File: src/rtl/par_pkg.sv
package par_pkg;
   localparam logic [1:0] KIND_NONE  = 2'd0;
   localparam logic [1:0] KIND_READ  = 2'd1;
   localparam logic [1:0] KIND_WRITE = 2'd2;
   localparam logic [1:0] KIND_EXEC  = 2'd3;

   localparam int RIGHT_R = 0;
   localparam int RIGHT_W = 1;
   localparam int RIGHT_X = 2;
   localparam int NUM_RIGHTS = 3;

   typedef enum logic [2:0] {
      FLT_NONE     = 3'd0,
      FLT_INST_PROT = 3'd1,
      FLT_DATA_PROT = 3'd2,
      FLT_RIGHTS   = 3'd3,
      FLT_DIRTY    = 3'd4,
      FLT_BREAK    = 3'd5,
      FLT_REFTRAP  = 3'd6
   } fault_e;

   localparam int NUM_FAULTS = 6;
endpackage

File: src/rtl/par_fault_resolve.sv
module par_fault_resolve (
   input  logic [2:0]      type_mask,
   input  logic [1:0]      kind,
   input  logic            dirty,
   input  logic            brk,
   input  logic            reftrap,
   output logic [2:0]      grant,
   output par_pkg::fault_e fault
);
   import par_pkg::*;

   logic [2:0] need;

   always_comb begin
      unique case (kind)
         KIND_READ:  need = 3'b001;
         KIND_WRITE: need = 3'b010;
         KIND_EXEC:  need = 3'b100;
         default:    need = 3'b000;
      endcase
   end

   always_comb begin
      grant = type_mask;
      fault = FLT_NONE;
      if (kind == KIND_NONE) begin
         grant = type_mask;
      end else if ((type_mask & need) == 3'b000) begin
         if (kind == KIND_EXEC)          fault = FLT_INST_PROT;
         else if (type_mask[RIGHT_R])    fault = FLT_DATA_PROT;
         else                            fault = FLT_RIGHTS;
      end else begin
         // lowest priority first, later checks overwrite
         if (!dirty) begin
            if (kind == KIND_WRITE) fault = FLT_DIRTY;
            grant[RIGHT_W] = 1'b0;
         end
         if (brk) begin
            if (kind == KIND_WRITE) fault = FLT_BREAK;
            grant[RIGHT_W] = 1'b0;
         end
         if (reftrap) begin
            if (kind != KIND_EXEC) fault = FLT_REFTRAP;
            grant[RIGHT_R] = 1'b0;
            grant[RIGHT_W] = 1'b0;
         end
      end
   end

   always_comb begin
      if (kind == KIND_NONE)
         AST_NONE_NEVER_FAULTS: assert (fault == FLT_NONE);
   end
endmodule

File: config.mk
export PLATFORM = sky130hd
export DESIGN_NAME = par_fault_resolve
export DESIGN_NICKNAME = d
export VERILOG_FILES = /design/src/rtl/par_pkg.sv /design/src/rtl/par_fault_resolve.sv
export SDC_FILE = /design/constraint.sdc
export NUM_CORES = 1
export LEC_CHECK = 0
export CELL_PAD_IN_SITES_DETAIL_PLACEMENT = 1
export CELL_PAD_IN_SITES_GLOBAL_PLACEMENT = 1
export CORE_AREA = 2 2 39 41
export DETAILED_ROUTE_END_ITERATION = 8
export DIE_AREA = 0 0 41 43
export GPL_TIMING_DRIVEN = 0
export PLACE_DENSITY = 0.6
export SLEW_MARGIN = 30
export SYNTH_ARGS = -nofsm -noshare
export SYNTH_HDL_FRONTEND = slang
export SYNTH_SLANG_ARGS = --single-unit
export TNS_END_PERCENT = 50
File: constraint.sdc
create_clock -name vclk -period 0.8
set_input_delay 0.08 -clock vclk [all_inputs]
set_output_delay 0.08 -clock vclk [all_outputs]
set_load 0.1 [all_outputs]
==> metrics.txt <==
drt first-iter violations 0; Final Max Slew Viols 0; Final Hold Violating Endpoints 0; status complete, but fails checks; synth unique cells 18; first-pass GRT wire length 1040 um; critical path launch point type input pin; clkbuf count 0; routed len/inst 10.6 um; maximum VDD drop 433 uV; initial core utilization 10.7%; Pre-antenna DRT Iters 1; vias in the first global route 263; port bufs 14; via count 247; antenna viol nets, final 0; total gr overflow 0; min-delay worst type in -> out; Worst Hold Depth 3; final hold slack 0.537 ns; fmax 1030 MHz; max cap viols 0; Die ar. 0.00176 mm^2; Core Area 0.00138 mm^2; Total GRT Usage 7.99%; crit path to fault[0]; # DRC 0; Routability Congestion 0.723; failing checks setup timing; CP arrival 0.89 ns; Worst setup EP type output port; crit-path max FO 7; Slew headroom 67.9%; worst path required time 0.72 ns; final WL 626 um; Reg area 0 um^2; syn_nets 30; Final WS setup -0.169 ns; Diodes inserted 0; nets 53; initial antenna violation count 0; Tmin final 0.969 ns; area of the multi-input gates 226 um^2; syn avg cell area 6.71 um^2; Leak 0.219 nW; crit path kind in -> out; Die X 41 um; share of cells above drive strength 1 72.1%; largest net degree at the start of global routing 8; RSZ-0062 raised after global routing yes; Mapped Area 148 um^2; PD cells 893 mW/mm^2; row count 14; Slew @ Worst Pin 0.484 ns; Mapped Cells 22; FF+latch count 0; post-route clock period utilization 121%; CP Launch Point kind[1]; Seq/Total Area, Yosys 0%; I/O pins 14; Fill cells 159; Area Growth Syn to Fin 238%; final setup violation count 5; Die Span Y 43 um; average vias per placed instance 4.19; pre-CTS WS -1.71 ns; warning count from the yosys run 0; dpl hpwl 442 um
[layout make-up]
| type | count | area share (%) |
|---|---|---|
| multi-input combinational | 20 | 45.4 |
| inverter | 1 | 0.752 |
| timing repair buffer | 21 | 48.4 |
| buffer | 1 | 1.50 |
| tap | 16 | 4.01 |
[cells in the final DEF (no fill, tap or decap)]
master / count
a21oi_2: 1
o21ai_4: 1
a21boi_4: 1
o2bb2ai_4: 1
buf_6: 1
clkdlybuf4s15_1: 2
o21ai_2: 1
nand2_1: 1
o21a_1: 1
nand4bb_1: 1
nand2b_4: 2
o21a_2: 1
nor3b_4: 1
and3b_1: 1
nand2_2: 1
nand3b_1: 1
inv_1: 1
buf_4: 7
nor2b_1: 3
buf_12: 7
o22ai_4: 1
or2b_1: 1
buf_2: 5
[where the power goes]
group,switching (mW),total (mW),internal (mW)
sequential,0,0,0
clock,0,0,0
combinational,0.256,0.446,0.189
[what timing repair did]
item / CTS / global route
setup endpoints to repair: 6 / 5
pin swaps: 12 / 3
hold buffers: 0 / 0
buffers inserted: 4 / 3
gates cloned: 0 / 0
gates resized for setup: 93 / 3
[Yosys cell counts, drive strengths merged]
cell type,number,area [um^2]
a21boi,1,7.51
a21oi,1,5.00
and3b,1,8.76
buf,1,7.51
inv,1,3.75
nand2,2,7.51
nand2b,2,15.0
nand3b,1,7.51
nand4bb,1,11.3
nor2b,3,18.8
nor3b,1,7.51
o21a,2,15.0
o21ai,2,10.0
o22ai,1,6.26
o2bb2ai,1,8.76
or2b,1,7.51
[per-stage QoR]
stage	power, mW	utilization [%]	TNS, ns	cells	cell area [um^2]
detailed placement	0.352	26.3	-9.07	52	364
floorplan	0.247	-	-1.08	22	204
finish	0.446	36.1	-0.734	59	499
CTS	0.429	33.4	-0.700	56	462
global route	0.464	36.1	-0.922	59	499
global placement	0.350	26.3	-9.04	52	364
[how the worst min path moves through the flow]
stage	from	to	slack, ns
6_report	type_mask[0]	fault[0]	0.54
5_1_grt	type_mask[0]	fault[0]	0.56
4_1_cts	type_mask[0]	fault[0]	0.53
3_5_place_dp	type_mask[2]	grant[2]	1.70
3_3_place_gp	type_mask[2]	grant[2]	1.70
2_1_floorplan	reftrap	grant[0]	0.32
[routing by layer]
layer  routed length [um]  GRT usage [%]  up-vias
met5                    0              0        -
met4                    0              0        0
met3                   52          0.524        0
met2                  340           15.3        9
met1                  234           9.49      116
li1                     -              -      122
[kinds of logic after synthesis]
kind of cell	after synthesis	synth area share [%]
simple gates	12	56.8
compound gates	8	35.6
buf+inv	2	7.63
[worst max-delay path, stage by stage]
cell and delay, ns:
buf_12 0.11, or2b_1 0.23, o21a_1 0.14, o2bb2ai_4 0.14, buf_12 0.18
Power figures use the tool's default switching activity.
